<file path="config.mk">
export PLATFORM = sky130hd
export DESIGN_NAME = tcptx_client
export DESIGN_NICKNAME = d
export VERILOG_FILES = /design/src/rtl/tcptx_pkg.sv /design/src/rtl/tcptx_fifo.sv /design/src/rtl/tcptx_issuer.sv /design/src/rtl/tcptx_streamer.sv /design/src/rtl/tcptx_client.sv
export SDC_FILE = /design/constraint.sdc
export NUM_CORES = 1
export LEC_CHECK = 0
export ABC_AREA = 1
export BUFFER_PORTS_ARGS = -buffer_cell sky130_fd_sc_hd__buf_2
export CAP_MARGIN = 20
export CELL_PAD_IN_SITES_DETAIL_PLACEMENT = 0
export CELL_PAD_IN_SITES_GLOBAL_PLACEMENT = 1
export CORE_AREA = 10 10 283 285
export CTS_CLUSTER_DIAMETER = 40
export CTS_CLUSTER_SIZE = 16
export DETAILED_ROUTE_END_ITERATION = 10
export DIE_AREA = 0 0 293 295
export PLACE_DENSITY_LB_ADDON = 0.25
export SLEW_MARGIN = 25
export SYNTH_ARGS = -nofsm -noshare
export SYNTH_HDL_FRONTEND = slang
export SYNTH_SLANG_ARGS = --single-unit
</file>
<file path="constraint.sdc">
create_clock -name clk -period 3.7 [get_ports clk]
set_clock_uncertainty 0.1 [all_clocks]
set_input_delay 0 -clock clk [delete_from_list [all_inputs] [get_ports clk]]
set_output_delay 0 -clock clk [all_outputs]
set_load 0.03 [all_outputs]
</file>
<file path="src/rtl/tcptx_pkg.sv">
// Shared definitions for the pipelined TCP transmit client.
// Assumes nothing beyond being compiled before the modules that import it.
package tcptx_pkg;
    localparam int BYTE_W = 8;

    typedef enum logic {
        ST_IDLE = 1'b0,
        ST_SEND = 1'b1
    } stream_state_t;
endpackage

</file>
<file path="src/rtl/tcptx_fifo.sv">
// In-order queue of outstanding request lengths.
// Assumes push is never asserted while full and pop never while empty.
module tcptx_fifo #(
    parameter int W     = 16,
    parameter int DEPTH = 8
) (
    input  logic         clk,
    input  logic         rst_n,
    input  logic         push,
    input  logic [W-1:0] din,
    input  logic         pop,
    output logic [W-1:0] dout,
    output logic         full,
    output logic         empty
);
    localparam int PTR_W = $clog2(DEPTH);
    localparam int CNT_W = PTR_W + 1;

    logic [W-1:0]     mem [DEPTH];
    logic [PTR_W-1:0] wr_ptr, rd_ptr;
    logic [CNT_W-1:0] fill;

    // store the pushed entry
    always_ff @(posedge clk) begin
        if (push) mem[wr_ptr] <= din;
    end

    // pointer and fill-level bookkeeping
    always_ff @(posedge clk) begin
        if (!rst_n) begin
            wr_ptr <= '0;
            rd_ptr <= '0;
            fill   <= '0;
        end else begin
            if (push) wr_ptr <= (wr_ptr == PTR_W'(DEPTH - 1)) ? '0 : wr_ptr + 1'b1;
            if (pop)  rd_ptr <= (rd_ptr == PTR_W'(DEPTH - 1)) ? '0 : rd_ptr + 1'b1;
            fill <= fill + CNT_W'(push) - CNT_W'(pop);
        end
    end

    assign dout  = mem[rd_ptr];
    assign full  = (fill == CNT_W'(DEPTH));
    assign empty = (fill == '0);
endmodule

</file>
<file path="src/rtl/tcptx_issuer.sv">
// Request issuer: counts packets still to be requested and raises a request
// whenever one is owed and the outstanding queue has room.
// Assumes load is only pulsed while no request is outstanding.
module tcptx_issuer #(
    parameter int CNT_W = 16
) (
    input  logic             clk,
    input  logic             rst_n,
    input  logic             active,
    input  logic             load,
    input  logic [CNT_W-1:0] load_cnt,
    input  logic             queue_full,
    input  logic             req_ready,
    input  logic             retry,
    output logic             req_valid,
    output logic             fire
);
    logic [CNT_W-1:0] owed;

    assign req_valid = active && (owed != '0) && !queue_full;
    assign fire      = req_valid && req_ready;

    // owed requests: loaded at start, down on issue, up on rejection
    always_ff @(posedge clk) begin
        if (!rst_n) begin
            owed <= '0;
        end else if (load) begin
            owed <= load_cnt;
        end else begin
            owed <= owed - CNT_W'(fire) + CNT_W'(retry);
        end
    end
endmodule

</file>
<file path="src/rtl/tcptx_streamer.sv">
// Payload streamer: on launch, emits ceil(len/64) beats of the byte pattern
// (k + p) mod 256, masks trailing bytes on the last beat, counts packets sent.
// Assumes launch only while idle and a launch length of at least one byte.
module tcptx_streamer
    import tcptx_pkg::*;
#(
    parameter int LEN_W  = 16,
    parameter int CNT_W  = 16,
    parameter int DATA_W = 512
) (
    input  logic              clk,
    input  logic              rst_n,
    input  logic              clear,
    input  logic              launch,
    input  logic [LEN_W-1:0]  launch_len,
    input  logic              pay_ready,
    output logic              busy,
    output logic              pay_valid,
    output logic [DATA_W-1:0] pay_data,
    output logic [DATA_W/BYTE_W-1:0] pay_keep,
    output logic              pay_last,
    output logic [CNT_W-1:0]  sent
);
    localparam int KEEP_W = DATA_W / BYTE_W;
    localparam int OFF_W  = $clog2(KEEP_W);

    stream_state_t    state;
    logic [LEN_W-1:0] beat, last_idx;
    logic [OFF_W-1:0] rem;
    logic [7:0]       base;

    assign busy      = (state == ST_SEND);
    assign pay_valid = busy;
    assign pay_last  = busy && (beat == last_idx);
    assign base      = sent[7:0] + 8'(beat << OFF_W);

    // beat sequencing and packet counting
    always_ff @(posedge clk) begin
        if (!rst_n) begin
            state    <= ST_IDLE;
            sent     <= '0;
            beat     <= '0;
            last_idx <= '0;
            rem      <= '0;
        end else if (clear) begin
            sent <= '0;
        end else begin
            case (state)
                ST_IDLE: if (launch) begin
                    state    <= ST_SEND;
                    beat     <= '0;
                    last_idx <= (launch_len - 1'b1) >> OFF_W;
                    rem      <= launch_len[OFF_W-1:0];
                end
                ST_SEND: if (pay_ready) begin
                    if (pay_last) begin
                        state <= ST_IDLE;
                        sent  <= sent + 1'b1;
                    end else begin
                        beat <= beat + 1'b1;
                    end
                end
                default: state <= ST_IDLE;
            endcase
        end
    end

    // per-byte enable and pattern generation
    for (genvar b = 0; b < KEEP_W; b++) begin : g_byte
        logic en;
        assign en = !pay_last || (rem == '0) || (OFF_W'(b) < rem);
        assign pay_keep[b] = en;
        assign pay_data[BYTE_W*b +: BYTE_W] = en ? (base + 8'(b)) : 8'h00;
    end
endmodule

</file>
<file path="src/rtl/tcptx_client.sv">
// Pipelined TCP transmit client top: latches a run on start, issues requests
// ahead of the payload, gates each payload on its in-order status, retries
// rejected packets and raises done after the programmed count.
// Assumes the engine answers every request once, in order, holding its status
// until accepted, and that cfg_len is at least one.
module tcptx_client
    import tcptx_pkg::*;
#(
    parameter int SESS_W  = 16,
    parameter int LEN_W   = 16,
    parameter int CNT_W   = 16,
    parameter int ERR_W   = 2,
    parameter int SPACE_W = 32,
    parameter int DATA_W  = 512,
    parameter int DEPTH   = 8,
    parameter int MAX_SEG = 1408
) (
    input  logic                     clk,
    input  logic                     rst_n,
    input  logic                     start,
    input  logic [SESS_W-1:0]        cfg_session,
    input  logic [LEN_W-1:0]         cfg_len,
    input  logic [CNT_W-1:0]         cfg_count,
    output logic                     req_valid,
    input  logic                     req_ready,
    output logic [SESS_W-1:0]        req_session,
    output logic [LEN_W-1:0]         req_length,
    input  logic                     sts_valid,
    output logic                     sts_ready,
    input  logic [ERR_W-1:0]         sts_error,
    input  logic [SPACE_W-1:0]       sts_space,
    output logic                     pay_valid,
    input  logic                     pay_ready,
    output logic [DATA_W-1:0]        pay_data,
    output logic [DATA_W/BYTE_W-1:0] pay_keep,
    output logic                     pay_last,
    output logic                     done,
    output logic [CNT_W-1:0]         retry_count,
    output logic [SPACE_W-1:0]       last_space
);
    logic              run, done_q, start_ok;
    logic [SESS_W-1:0] sess_q;
    logic [LEN_W-1:0]  len_q, len_eff, head_len;
    logic [CNT_W-1:0]  cnt_q, sent;
    logic [CNT_W-1:0]  retry_q;
    logic [SPACE_W-1:0] space_q;
    logic              q_full, q_empty, req_fire, busy;
    logic              sts_fire, sts_bad, launch;

    assign start_ok = start && (!run || done_q);
    assign len_eff  = (cfg_len > LEN_W'(MAX_SEG)) ? LEN_W'(MAX_SEG) : cfg_len;

    assign sts_ready = run && !busy && !q_empty;
    assign sts_fire  = sts_valid && sts_ready;
    assign sts_bad   = sts_fire && (sts_error != '0);
    assign launch    = sts_fire && (sts_error == '0);

    assign req_session = sess_q;
    assign req_length  = len_q;
    assign done        = done_q;
    assign retry_count = retry_q;
    assign last_space  = space_q;

    // run control and configuration latch
    always_ff @(posedge clk) begin
        if (!rst_n) begin
            run    <= 1'b0;
            done_q <= 1'b0;
            sess_q <= '0;
            len_q  <= '0;
            cnt_q  <= '0;
        end else if (start_ok) begin
            run    <= 1'b1;
            done_q <= 1'b0;
            sess_q <= cfg_session;
            len_q  <= len_eff;
            cnt_q  <= cfg_count;
        end else if (run && (sent == cnt_q)) begin
            done_q <= 1'b1;
        end
    end

    // rejection counter and latest space report
    always_ff @(posedge clk) begin
        if (!rst_n) begin
            retry_q <= '0;
            space_q <= '0;
        end else begin
            if (start_ok)     retry_q <= '0;
            else if (sts_bad) retry_q <= retry_q + 1'b1;
            if (sts_fire)     space_q <= sts_space;
        end
    end

    tcptx_issuer #(.CNT_W(CNT_W)) u_issuer (
        .clk        (clk),
        .rst_n      (rst_n),
        .active     (run && !done_q),
        .load       (start_ok),
        .load_cnt   (cfg_count),
        .queue_full (q_full),
        .req_ready  (req_ready),
        .retry      (sts_bad),
        .req_valid  (req_valid),
        .fire       (req_fire)
    );

    tcptx_fifo #(.W(LEN_W), .DEPTH(DEPTH)) u_pending (
        .clk   (clk),
        .rst_n (rst_n),
        .push  (req_fire),
        .din   (len_q),
        .pop   (sts_fire),
        .dout  (head_len),
        .full  (q_full),
        .empty (q_empty)
    );

    tcptx_streamer #(.LEN_W(LEN_W), .CNT_W(CNT_W), .DATA_W(DATA_W)) u_stream (
        .clk        (clk),
        .rst_n      (rst_n),
        .clear      (start_ok),
        .launch     (launch),
        .launch_len (head_len),
        .pay_ready  (pay_ready),
        .busy       (busy),
        .pay_valid  (pay_valid),
        .pay_data   (pay_data),
        .pay_keep   (pay_keep),
        .pay_last   (pay_last),
        .sent       (sent)
    );
endmodule

</file>
==> results.ini <==
[sta]
rsz0062_at_grt = no
finalHoldViolations = 0
fin_tns_setup_ps = 0
period_minus_slack_ps = 3656
setup_violations = 0
relSlewSlack = 0.4675
worstMarginPinSlew_ps = 793.8
post-route-period-util = 0.9882
drv_slew = 0
fmax_mhz = 273.5

[clocking]
clock_path_buffers = 3
tritoncts = built
root_buffer = clkbuf_16
htree_levels = 3
insertion_delay_ps = 590
cts.sinks = 304
clk_pin_slew_worst_paths_ps = 40
numCtsBuffers = 66

[global_routing]
grt_pass1_vias = 23504
track_usage = 0.2782
grt_max_degree = 76
met2_usage = 0.4236
grt_first_pass_wirelength_um = 174800
busiest_layer = met2
overflow = 0
grt_use_met1 = 0.3613
grtUsageMet3 = 0.1001
antenna_found_initial = 10

[setup_path]
critPathBufInv = 2
setup.worst_path.start = u_stream.beat[0]$_SDFFE_PN0P_
r2r_cells = 22
end_kind = primary output
start_kind = flip-flop
path_delay_family = adder cells
path_depth = 8
crit_path_max_incr_delay_ps = 490
worstPathArrival_ps = 3560
reg2reg_from = u_issuer.owed[12]$_SDFF_PN0_
cp_max_fo = 12
path_cells = ha_2 -> ha_1 -> inv_1 -> nand2_1 -> a21oi_1 -> xnor2_1 -> nor2_1 -> buf_2
crit_slowest_cell = dfxtp_1
worst-setup-path-type = reg -> out
crit_required_ps = 3600

[pwr]
ir_drop_mv = 0.3038
internal_power_mw = 8.692
seq_power_share = 0.294
power_per_cell_area_nw_per_um2 = 436.6
power_frac_clock = 0.486
p_comb_frac = 0.220
p_leak_nw = 14.22
p_sw_mw = 4.110
p_sw_frac = 0.3211

[detailed_routing]
remaining_drc_errors = 0
routed_wl_um = 127100
ant_nets = 0
firstDrtPassIters = 6
drt-wirelength-per-cell_um = 25.50
vias = 24293
drt_iter0_drc = 2324
avgViaCountPerCell = 4.872

[yosys]
syn_area_um2 = 20830
synth_cells = 3119
synth_cell_type_count = 50
synth.avg_cell_area_um2 = 6.679
synth_warnings = 0
ys_seq_area_frac = 0.3536
synth_seq_cells = 304
syn_nets = 3269

[worst_hold_path]
hp-class = in -> reg
worstHoldStart = sts_valid
hold-path-cell-count = 5

[run]
maxCapViolCount = 0

[floorplan]
initial_core_util = 0.2808
pin_count = 749
die-area_um2 = 86440
rows = 100
die_h_um = 295
core_um2 = 74200
dieWidth_um = 293

[finish]
diodes = 0
final_util = 0.3952
num-nets-final = 4114
design_area_um2 = 29320
fillers = 8059
finalNonFillerCells = 4986
areaGrowthSynthToFinish_pct = 40.75
drive_gt1_frac = 0.2718

[placement]
gp_congestion = 0.9925
io_buffers = 747
dp.cells = 4769
place_hpwl_um = 98180
placed_area_um2 = 25930

[outcome]
outcome = finished, final reports clean

-- final timing paths --
path                                  endpoint  slack (ps)
setup reg to reg  u_issuer.owed[14]$_SDFF_PN0_         360
hold / removal     retry_count[0]$_SDFFE_PP0P_          20
setup / recovery                 pay_data[447]          40
hold reg to reg     last_space[7]$_SDFFE_PN0N_         360
-- cell families (layout without fill, tap and decap cells) --
kind of cell	after synthesis	after routing	synth area share
AOI/OAI and AO/OA	413	413	0.1102
xor gates and xnor gates	180	180	0.07568
adders and majority gates	62	62	0.03796
buffers and inverters	624	1522	0.1257
DFF	304	304	0.3536
other	1	1	0.0001800
and+or+nand+nor	1535	1535	0.2966
-- tightest hold or removal path: cells and delay by family --
family / cells / cell delay (ps)
buf+inv: 2 / 290
compound gates: 1 / 140
simple gates: 2 / 220
-- placed cells by master (no fill, tap or decap), types with 7 or more instances in the layout --
cell | netlist | final
buf_2 | 23 | 747
nor2_1 | 717 | 709
nand2_1 | 588 | 585
inv_1 | 393 | 390
a21oi_1 | 185 | 173
dfxtp_1 | 176 | 173
o21ai_0 | 149 | 146
buf_4 | 66 | 142
nand3_1 | 136 | 136
xor2_1 | 136 | 135
edfxtp_1 | 128 | 128
dlygate4sd3_1 | 0 | 96
clkbuf_16 | 0 | 70
ha_1 | 60 | 59
xnor2_1 | 44 | 44
nor3_1 | 33 | 31
a21oi_2 | 10 | 21
nand4_1 | 18 | 18
nor2_2 | 12 | 17
a22o_1 | 16 | 16
o22ai_1 | 13 | 13
clkinv_1 | 12 | 12
or2_2 | 12 | 12
clkinv_2 | 0 | 11
inv_2 | 7 | 9
o21a_1 | 7 | 7
bufinv_16 | 0 | 7
clkbuf_1 | 109 | 7
-- Yosys cell counts (all sizes together) --
master   number  area (um2)
nor3         37       205.2
dfxtp       176        3523
and2          1       6.260
fa            2       40.04
nor2        729        2766
xnor2        44       385.4
a31o          1       8.760
clkinv       12       45.04
or2          12       75.07
ha           60       750.7
o211ai        1       7.510
nor4b         1       8.760
a31oi         6       37.54
o2111ai       1       8.760
clkbuf      109       409.1
nor4          4       40.04
edfxtp      128        3844
inv         400        1501
o21bai        4       30.03
nand2       589        2213
a21oi       195        1013
o211a         2       20.02
and3          2       12.51
a211oi        9       82.58
conb          1       3.750
nand3       136       680.7
o31ai         2       15.01
a22o         16       140.1
a21boi        2       15.01
o22ai        13       81.33
nor3b         2       15.01
o21ai       150       750.7
o21a          7       52.55
nand3b        3       22.52
o221ai        2       17.52
buf         103       663.1
nand4        19       133.9
xor2        136        1191
a21o          2       15.01
-- flip-flops by register name (all words and copies together), names as in the netlist, named ones only --
name	flops
run	1
u_issuer.owed	16
u_stream.rem	6
u_pending.rd_ptr	3
req_length	16
retry_count	16
cnt_q	16
done	1
u_stream.beat	16
u_pending.mem	128
u_stream.sent	16
u_stream.busy	1
u_stream.last_idx	10
last_space	32
req_session	16
u_pending.fill	4
u_pending.wr_ptr	3
-- per-layer routing --
metal / up-vias / share of wire
met5: - / 0.00010
met4: 2 / 0.033
met3: 178 / 0.11
met2: 1171 / 0.43
met1: 11524 / 0.43
li1: 11418 / -
-- per-stage QoR --
step                hold WS [ps]  power, mW  setup slack (ps)
floorplan                  23.56      5.678             418.8
global placement           122.4      6.567             249.7
detailed placement         126.6      6.552             234.5
CTS                        8.893      12.92             6.308
global route               55.89      13.44             5.836
finish                     17.52      12.80             43.82
-- power groups by stage --
stage	registers (mW)	clock network, mW	logic, mW
after floorplan	3.89	0	1.78
after global placement	3.82	0	2.74
after detailed placement	3.83	0	2.72
after CTS	3.76	6.34	2.81
after global routing	3.79	6.52	3.13
final	3.77	6.22	2.82
-- cell type report --
class                           instances  area, um2  area share
Clock inverter                         40      545.5     0.01860
Multi-Input combinational cell       2191      10970      0.3742
Sequential cell                       304       7371      0.2514
Timing Repair Buffer                  989       5837      0.1991
Clock buffer                           81       1833     0.06251
Tap cell                              969       1212     0.04135
Inverter                              412       1550     0.05287
-- timing repair --
item | 4_1_cts | 5_1_grt
hold buffers | 96 | 0
buffers inserted | 0 | 0
gates resized for setup | 1 | 13
endpoints found under the hold margin | 140 | 0
pin swaps | 0 | 0
endpoints found under the setup margin | 1 | 66
No activity file was read; power rests on OpenSTA's default activity.
